**config.mk**
```make
export PLATFORM = sky130hd
export DESIGN_NAME = rstgen_unit
export DESIGN_NICKNAME = d
export VERILOG_FILES = /design/src/rtl/rstgen_pkg.sv /design/src/rtl/rstgen_regdec.sv /design/src/rtl/rstgen_line.sv /design/src/rtl/rstgen_readback.sv /design/src/rtl/rstgen_unit.sv
export SDC_FILE = /design/constraint.sdc
export NUM_CORES = 1
export LEC_CHECK = 0
export ABC_AREA = 1
export BUFFER_PORTS_ARGS = -buffer_cell sky130_fd_sc_hd__buf_2
export CORE_UTILIZATION = 44
export CTS_BUF_LIST = sky130_fd_sc_hd__clkbuf_8
export CTS_CLUSTER_SIZE = 8
export DETAILED_ROUTE_END_ITERATION = 8
export HOLD_SLACK_MARGIN = 0.1
export PLACE_DENSITY = 0.61
export SETUP_SLACK_MARGIN = 0.2
export SLEW_MARGIN = 15
export SYNTH_ARGS = -nofsm -noshare
export SYNTH_HDL_FRONTEND = slang
export SYNTH_HIERARCHICAL = 1
export SYNTH_SLANG_ARGS = --single-unit
```
**constraint.sdc**
```tcl
create_clock -name clk -period 1.5 [get_ports clk]
set_input_delay 0 -clock clk [delete_from_list [all_inputs] [get_ports clk]]
set_output_delay 0 -clock clk [all_outputs]
set_load 0.01 [all_outputs]
```
**src/rtl/rstgen_pkg.sv**
```systemverilog
package rstgen_pkg;
   typedef enum logic [0:0] {
      LINE_PULSE = 1'b0,
      LINE_HELD  = 1'b1
   } line_kind_e;

   function automatic int unsigned word_off(input int unsigned base, input int unsigned idx);
      return base + idx * 4;
   endfunction
endpackage

```
**src/rtl/rstgen_regdec.sv**
```systemverilog
module rstgen_regdec #(
   parameter int unsigned ADDR_W    = 12,
   parameter int unsigned NWORDS    = 2,
   parameter int unsigned CTRL_BASE = 'h100,
   parameter int unsigned STAT_BASE = 'h150
) (
   input  logic [ADDR_W-1:0] addr,
   input  logic              we,
   input  logic              re,
   output logic [NWORDS-1:0] wr_sel,
   output logic [NWORDS-1:0] rd_stat_sel
);
   import rstgen_pkg::*;

   for (genvar w = 0; w < NWORDS; w++) begin : g_word
      localparam logic [ADDR_W-1:0] CTRL_A = ADDR_W'(word_off(CTRL_BASE, w));
      localparam logic [ADDR_W-1:0] STAT_A = ADDR_W'(word_off(STAT_BASE, w));
      assign wr_sel[w]      = we && (addr == CTRL_A);
      assign rd_stat_sel[w] = re && (addr == STAT_A);
   end
endmodule

```
**src/rtl/rstgen_line.sv**
```systemverilog
module rstgen_line #(
   parameter int unsigned           PULSE_CYC = 16,
   parameter rstgen_pkg::line_kind_e KIND     = rstgen_pkg::LINE_PULSE
) (
   input  logic clk,
   input  logic rst_n,
   input  logic wr_en,
   input  logic wr_bit,
   output logic line_q
);
   import rstgen_pkg::*;

   if (KIND == LINE_HELD) begin : g_held
      always_ff @(posedge clk or negedge rst_n) begin
         if (!rst_n)     line_q <= 1'b0;
         else if (wr_en) line_q <= wr_bit;
      end
   end else begin : g_pulse
      localparam int unsigned CNT_W = $clog2(PULSE_CYC + 1);
      localparam logic [CNT_W-1:0] LOAD = CNT_W'(PULSE_CYC);
      logic [CNT_W-1:0] cnt_q, cnt_d;

      always_comb begin
         if (wr_en && wr_bit)   cnt_d = LOAD;
         else if (cnt_q != '0)  cnt_d = cnt_q - 1'b1;
         else                   cnt_d = '0;
      end

      always_ff @(posedge clk or negedge rst_n) begin
         if (!rst_n) begin
            cnt_q  <= '0;
            line_q <= 1'b0;
         end else begin
            cnt_q  <= cnt_d;
            line_q <= (cnt_d != '0);
         end
      end
   end
endmodule

```
**src/rtl/rstgen_readback.sv**
```systemverilog
module rstgen_readback #(
   parameter int unsigned WORD_W = 32,
   parameter int unsigned NWORDS = 2
) (
   input  logic                     clk,
   input  logic                     rst_n,
   input  logic [NWORDS-1:0]        stat_sel,
   input  logic [NWORDS*WORD_W-1:0] line_vec,
   output logic [WORD_W-1:0]        rdata_q
);
   logic [WORD_W-1:0] term [NWORDS];
   logic [WORD_W-1:0] rdata_d;

   for (genvar w = 0; w < NWORDS; w++) begin : g_term
      assign term[w] = stat_sel[w] ? ~line_vec[w*WORD_W +: WORD_W] : '0;
   end

   always_comb begin
      rdata_d = '0;
      for (int w = 0; w < NWORDS; w++) rdata_d = rdata_d | term[w];
   end

   always_ff @(posedge clk or negedge rst_n) begin
      if (!rst_n) rdata_q <= '0;
      else        rdata_q <= rdata_d;
   end
endmodule

```
**src/rtl/rstgen_unit.sv**
```systemverilog
module rstgen_unit #(
   parameter int unsigned     NUM_LINES = 64,
   parameter int unsigned     WORD_W    = 32,
   parameter int unsigned     ADDR_W    = 12,
   parameter int unsigned     PULSE_CYC = 16,
   parameter int unsigned     CTRL_BASE = 'h100,
   parameter int unsigned     STAT_BASE = 'h150,
   parameter int unsigned     SYS_LINE  = 0,
   parameter logic [NUM_LINES-1:0] HELD_MASK = NUM_LINES'((64'h1 << 12) | (64'h1 << 56))
) (
   input  logic                 clk,
   input  logic                 rst_n,
   input  logic [ADDR_W-1:0]    bus_addr,
   input  logic                 bus_we,
   input  logic [WORD_W-1:0]    bus_wdata,
   input  logic                 bus_re,
   output logic [WORD_W-1:0]    bus_rdata,
   output logic [NUM_LINES-1:0] rst_out,
   output logic                 sys_rst_out
);
   import rstgen_pkg::*;

   localparam int unsigned NWORDS = NUM_LINES / WORD_W;

   if (NUM_LINES % WORD_W != 0) begin : g_chk_pack
      $error("NUM_LINES must be a multiple of WORD_W");
   end
   if (PULSE_CYC < 1) begin : g_chk_pulse
      $error("PULSE_CYC must be at least 1");
   end
   if (SYS_LINE >= NUM_LINES) begin : g_chk_sys
      $error("SYS_LINE out of range");
   end
   if (STAT_BASE < CTRL_BASE + 4 * NWORDS && CTRL_BASE < STAT_BASE + 4 * NWORDS) begin : g_chk_ovl
      $error("control and status windows overlap");
   end

   logic [NWORDS-1:0] wr_sel;
   logic [NWORDS-1:0] rd_stat_sel;

   rstgen_regdec #(
      .ADDR_W(ADDR_W), .NWORDS(NWORDS),
      .CTRL_BASE(CTRL_BASE), .STAT_BASE(STAT_BASE)
   ) u_dec (
      .addr(bus_addr), .we(bus_we), .re(bus_re),
      .wr_sel(wr_sel), .rd_stat_sel(rd_stat_sel)
   );

   for (genvar n = 0; n < NUM_LINES; n++) begin : g_line
      localparam line_kind_e K = HELD_MASK[n] ? LINE_HELD : LINE_PULSE;
      rstgen_line #(.PULSE_CYC(PULSE_CYC), .KIND(K)) u_line (
         .clk(clk), .rst_n(rst_n),
         .wr_en(wr_sel[n / WORD_W]),
         .wr_bit(bus_wdata[n % WORD_W]),
         .line_q(rst_out[n])
      );
   end

   assign sys_rst_out = rst_out[SYS_LINE];

   rstgen_readback #(.WORD_W(WORD_W), .NWORDS(NWORDS)) u_rb (
      .clk(clk), .rst_n(rst_n),
      .stat_sel(rd_stat_sel), .line_vec(rst_out),
      .rdata_q(bus_rdata)
   );
endmodule

```
---- Word-level counts from Yosys, hierarchy flattened ----
Index checks and enable logic that the tools add are counted.
Widths: inputs -> output; s select.
storage, ports and cells
  ROM bits ................................ 0
  bits in writable memories ............... 0
  output and inout port bits .............. 97
  bits in registers ....................... 406
  memories ................................ 0
  logic and storage cells ................. 512
  bits in latches ......................... 0
operators by class
  div/mod/pow operators ................... 0
  muxes and demuxes ....................... 126
  shift-type cells ........................ 0
  bitwise logic cells ..................... 3
  reduce and logical (&&, ||, !) cells .... 190
  multipliers ............................. 0
  equality and inequality tests ........... 4
  $add $sub $neg .......................... 62
  $lt $le $gt $ge ......................... 0
operators with widths
  cell                 number
  $mux 5               124
  $reduce_bool 5->1    124
  $sub 5x1->5 const B  62
  $logic_and 1x1->1    66
  $mux 32              2
  $not 32->32          2
  $eq 12x9->1 const B  4
  $or 32x32->32        1

---- Longest topological paths before layout ----
  word-level depth ........................ 5
  mapped depth ............................ 12
  depth with buffers taken out ............ 12

---- By module ----
Netlist, hierarchy kept.
modules (own cells, without submodules)
  module                                cells an instance  sequential area each (um^2)  times used  area an instance (um^2)
  rstgen_line at g_line[10].u_line ...  38                 150.1                        60          304.0
  rstgen_readback                       198                800.8                        1           1468.9
  rstgen_line at g_line[44].u_line      38                 150.1                        1           306.5
  rstgen_line at g_line[0].u_line       37                 150.1                        1           300.3
  rstgen_regdec                         30                 0.0                          1           137.6
  rstgen_line at g_line[12].u_line ...  5                  25.0                         2           40.0
  rstgen_unit                           1                  0.0                          1           7.5

---- Least setup slack after synthesis ----
No wires, ideal clock.
  path kind ............................... input port to flip-flop
  from .................................... input port bus_addr[5]
  to ...................................... register g_line[32].u_line.line_q
  path slack .............................. -1269 ps
  arrival ................................. 2648 ps
  stages on the path ...................... 12
  library setup time ...................... 121 ps
  path through ............................ inv_1 -> nand2_2 -> nor2_2 -> nand2_1 -> nor2_1 -> nand2_2 -> inv_1 -> nor2_1 -> nand2_1 -> nand2_1 -> nor2_2 -> nand2_1
on the way
  cells in the longest elaborated chain, start to end .. 5
RTL lines
  what                  line                 source
  from (decl)           rstgen_unit.sv:13    input logic [ADDR_W-1:0] bus_addr,
  $eq 12x9->1           rstgen_regdec.sv:18  assign wr_sel[w] = we && (addr == CTRL_A);
  $logic_and 1x1->1     rstgen_regdec.sv:18
  via wr_sel[1]         rstgen_unit.sv:38    logic [NWORDS-1:0] wr_sel;
  $logic_and 1x1->1     rstgen_line.sv:24    if (wr_en && wr_bit) cnt_d = LOAD;
  $mux 5                rstgen_line.sv:24
  $reduce_bool 5->1     rstgen_line.sv:35    line_q <= (cnt_d != '0);
  to (signal assigned)  rstgen_line.sv:35
  to (decl)             rstgen_line.sv:9     output logic line_q
The timed path passes the listed nets, and every way through them passes these cells.
A chain may end at the register's enable or synchronous reset.

---- Worst setup path after layout ----
  from .................................... input port bus_addr[9]
  to ...................................... register g_line[4].u_line.line_q
on the way
  cells in the longest elaborated chain, start to end .. 5
RTL lines
  what                                   line                 source
  $eq 12x9->1                            rstgen_regdec.sv:18
  $logic_and 1x1->1                      rstgen_regdec.sv:18
  via wr_sel[0]                          rstgen_unit.sv:38
  $logic_and 1x1->1                      rstgen_line.sv:24
  $mux 5                                 rstgen_line.sv:24
  via g_line[4].u_line.g_pulse.cnt_d[4]  rstgen_line.sv:21    logic [CNT_W-1:0] cnt_q, cnt_d;
  $reduce_bool 5->1                      rstgen_line.sv:35
  to (signal assigned)                   rstgen_line.sv:35
  to (decl)                              rstgen_line.sv:9
The timed path passes the listed nets, and every way through them passes these cells.

==> impl_metrics.env <==
export IMPL_drive_gt1_share_pct=25.3
export IMPL_root_buffer="clkbuf_8"
export IMPL_fin_crit_sh_pct=84.0
export IMPL_dr_pass1_iters=5
export IMPL_status="completed"
export IMPL_worst_path_max_fanout=13
export IMPL_io_buffer_count=144
export IMPL_ioPinCount=145
export IMPL_drc_errors=0
export IMPL_min_path_type="in -> reg"
export IMPL_grt_pass1_vias=15835
export IMPL_cap_violations=0
export IMPL_final_nets=3035
export IMPL_slew_headroom_pct=69.2
export IMPL_fin_util_pct=56.0
export IMPL_synth_edf_count=0
export IMPL_netlist_top_cells_area="dfrtp_1 (49%), nand2_1 (14%), inv_1 (10%)"
export IMPL_crit_type="in -> reg"
export IMPL_wl_per_cell_microns=11.5
export IMPL_nFillCells=4148
export IMPL_synth_top_cell_area_share_pct=49.5
export IMPL_rows=78
export IMPL_drt_total_wl_microns=41200
export IMPL_tns_ns=0
export IMPL_vias=16029
export IMPL_cts_buffer_depth=3
export IMPL_clkPwrFrac_pct=19.2
export IMPL_clock_skew_ns=0.0181
export IMPL_setup_violations=0
export IMPL_cts_tree="built"
export IMPL_area_delta_synth_final_pct=24.5
export IMPL_async_flop_share_pct=100
export IMPL_grt_usage_pct=17.8
export IMPL_grt_pass1_wl_microns=69300
export IMPL_insertion_delay_ns=0.62
export IMPL_synth_common_cells="nand2_1 (791), inv_1 (567), dfrtp_1 (406)"
export IMPL_synth_top_area_cell="dfrtp_1"
export IMPL_clkSinkCount=406
export IMPL_slew_violations=0
export IMPL_hold_start="bus_we"
export IMPL_worst_setup_path_start_kind="input port"
export IMPL_dieArea_sq_mm=0.0476
export IMPL_initial_core_util_pct=45.0
export IMPL_max_freq_ghz=0.794
export IMPL_post_synth_top_count_cell="nand2_1"
export IMPL_ys_seq_area_share_pct=49.5
export IMPL_dpl_cell_area_sq_mm=0.0226
export IMPL_grt_remaining_overflow=0
export IMPL_synthCells=2594
export IMPL_p_seq_share_pct=33.3
export IMPL_clkTransAtPathRegs_ns=0.06
export IMPL_layout_min_cycle_time_ns=1.26
export IMPL_irDropWorstVdd_uv=1040
export IMPL_viasPerCell=4.48
export IMPL_drt_iter0_drc=707
export IMPL_die_w_microns=218
export IMPL_reg2regPathDepth=7
export IMPL_post_synth_cell_area_avg_sq_um=7.92
export IMPL_final_area_sq_mm=0.0256
export IMPL_place_gp_congestion=0.810
export IMPL_finalHoldViolations=0
export IMPL_leakagePower_nw=14.4
export IMPL_cts_buffers=73
export IMPL_reg2reg_slack_ns=0.26
export IMPL_worstMarginPinSlew_ns=0.462
export IMPL_ys_seq_elements=406
export IMPL_power_density_mw_per_mm2=2110
export IMPL_reg2reg_to="g_line[15].u_line/line_q$_DFF_PN0_"
export IMPL_whs_endpoint="g_line[47].u_line/g_pulse.cnt_q[4]$_DFF_PN0_"
export IMPL_p_comb_share_pct=47.5
export IMPL_endpoint_kind="flip-flop"
export IMPL_die_h_microns=218
export IMPL_yosysWarnings=6
export IMPL_p_int_w=0.0318
export IMPL_synth_distinct_cells=17
export IMPL_ant_nets=0
export IMPL_dominantRegCellSynth="dfrtp_1"
export IMPL_synth_nets=2704
export IMPL_grt_antenna_before_repair=1
export IMPL_syn_area_sq_mm=0.0205
export IMPL_core_area_sq_mm=0.0457
export IMPL_critPathRequiredTime_ns=2.04
export IMPL_dp_cells=3364
export IMPL_grt_max_degree=87
export IMPL_reg2reg_from="g_line[15].u_line/g_pulse.cnt_q[0]$_DFF_PN0_"
export IMPL_arrival_ns=1.80
export IMPL_htreeDepth=3
export IMPL_whs_path_depth=6
export IMPL_rsz0062_at_grt="true"
export IMPL_swShare_pct=41.0
export IMPL_fin_cells=3576
export IMPL_power_switching_w=0.0221
export IMPL_dpl_hpwl_microns=28300
[layer usage]
layer	global-route usage (%)	routed length [microns]	part of all wire [%]
met5	0	0	0
met3	3.93	1520	3.7
met4	6.08	980	2.4
met1	22.0	18600	45
met2	30.5	20100	49
[worst max-delay path: stages]
cell and delay, ns:
buf_2 0.11, nor2_4 0.10, nand4_1 0.21, nor2_4 0.28, buf_12 0.20, nand2_2 0.09
dlygate4sd3_1 0.56, nand2_1 0.10, nor2_2 0.05, nand2_1 0.07
[kinds of logic after synthesis]
| logic type | share of synthesized area (%) |
|---|---|
| compound gates | 3.72 |
| xor+xnor | 2.64 |
| fa+ha+maj | 3.78 |
| buf+inv | 10.8 |
| flops | 49.5 |
| simple gates | 29.6 |
[sequential cells by signal, indices dropped and copies added (netlist names)]
register and cells:
g_line.u_line/line_q 64, u_rb/rdata_q 32, g_line.u_line/g_pulse.cnt_q 310
[layout make-up]
class	count	area (sq um)	share of cell area, %
inverter	570	2140	8.36
sequential	406	10200	39.7
clock buffer	97	1340	5.22
timing repair buffer	263	2020	7.88
antenna	1	2.50	0.00978
tap	600	751	2.93
multi-input combinational	1611	9030	35.3
clock inverter	28	146	0.572
[metrics by stage]
stage          setup slack (ns)  power (W)  hold WS (ns)
6_report                  0.240     0.0539         0.166
2_1_floorplan            -0.126     0.0363        -0.296
3_3_place_gp           -0.00777     0.0406       -0.0846
5_1_grt                   0.161     0.0597         0.157
4_1_cts                   0.208     0.0523         0.102
3_5_place_dp            -0.0463     0.0415       -0.0872
[how the worst max path moves through the flow]
stage / start / end / slack [ns] / cells after the start
global route: g_line[13].u_line/g_pulse.cnt_q[0]$_DFF_PN0_ / g_line[13].u_line/line_q$_DFF_PN0_ / 0.16 / 7
global placement: bus_addr[9] / g_line[36].u_line/line_q$_DFF_PN0_ / -0.008 / 12
CTS: g_line[4].u_line/g_pulse.cnt_q[0]$_DFF_PN0_ / g_line[4].u_line/line_q$_DFF_PN0_ / 0.21 / 7
detailed placement: bus_addr[9] / g_line[35].u_line/line_q$_DFF_PN0_ / -0.05 / 12
floorplan: bus_addr[9] / g_line[0].u_line/line_q$_DFF_PN0_ / -0.13 / 10
finish: bus_addr[9] / g_line[4].u_line/line_q$_DFF_PN0_ / 0.24 / 10
[what timing repair did]
action / CTS / global route
pin swaps: 0 / 29
hold buffers: 86 / 0
endpoints found under the hold margin: 811 / 0
setup endpoints to repair: 1 / 61
buffers inserted: 0 / 0
gates cloned: 0 / 0
gates resized for setup: 1 / 134
[placed cells by master, fill, tap and decap left out]
cell type       synthesis  layout
dfrtp_1               406     406
a21oi_1                61      61
nand2_2                65     129
dlymetal6s4s_1          0       1
clkinvlp_4              0       2
nand3_2                62      62
o21bai_1               61      61
inv_1                 567     506
ha_4                    0      52
buf_12                  0      14
diode_2                 0       1
ha_1                   62       2
nand3_1                62      62
buf_2                   0     143
nor2_1                251     248
nor2_2                132     130
nor2_4                  0       5
clkinv_2                0       6
xor2_1                 61      61
nand4_1                 2       2
buf_4                   1      19
dlygate4sd3_1           0      85
buf_8                   0       1
inv_2                   3      83
nand2_1               791     727
bufinv_16               0       1
clkbuf_8                0      97
ha_2                    0       8
xnor2_1                 1       1
[power by group through the flow]
stage | clock network, W | registers, W | logic (W)
after floorplan | 0 | 0.0176 | 0.0187
after global placement | 0 | 0.0179 | 0.0227
after detailed placement | 0 | 0.0180 | 0.0235
after CTS | 0.0108 | 0.0179 | 0.0236
after global routing | 0.0113 | 0.0184 | 0.0300
final | 0.0103 | 0.0179 | 0.0256
(Power assumes the default switching activity.)
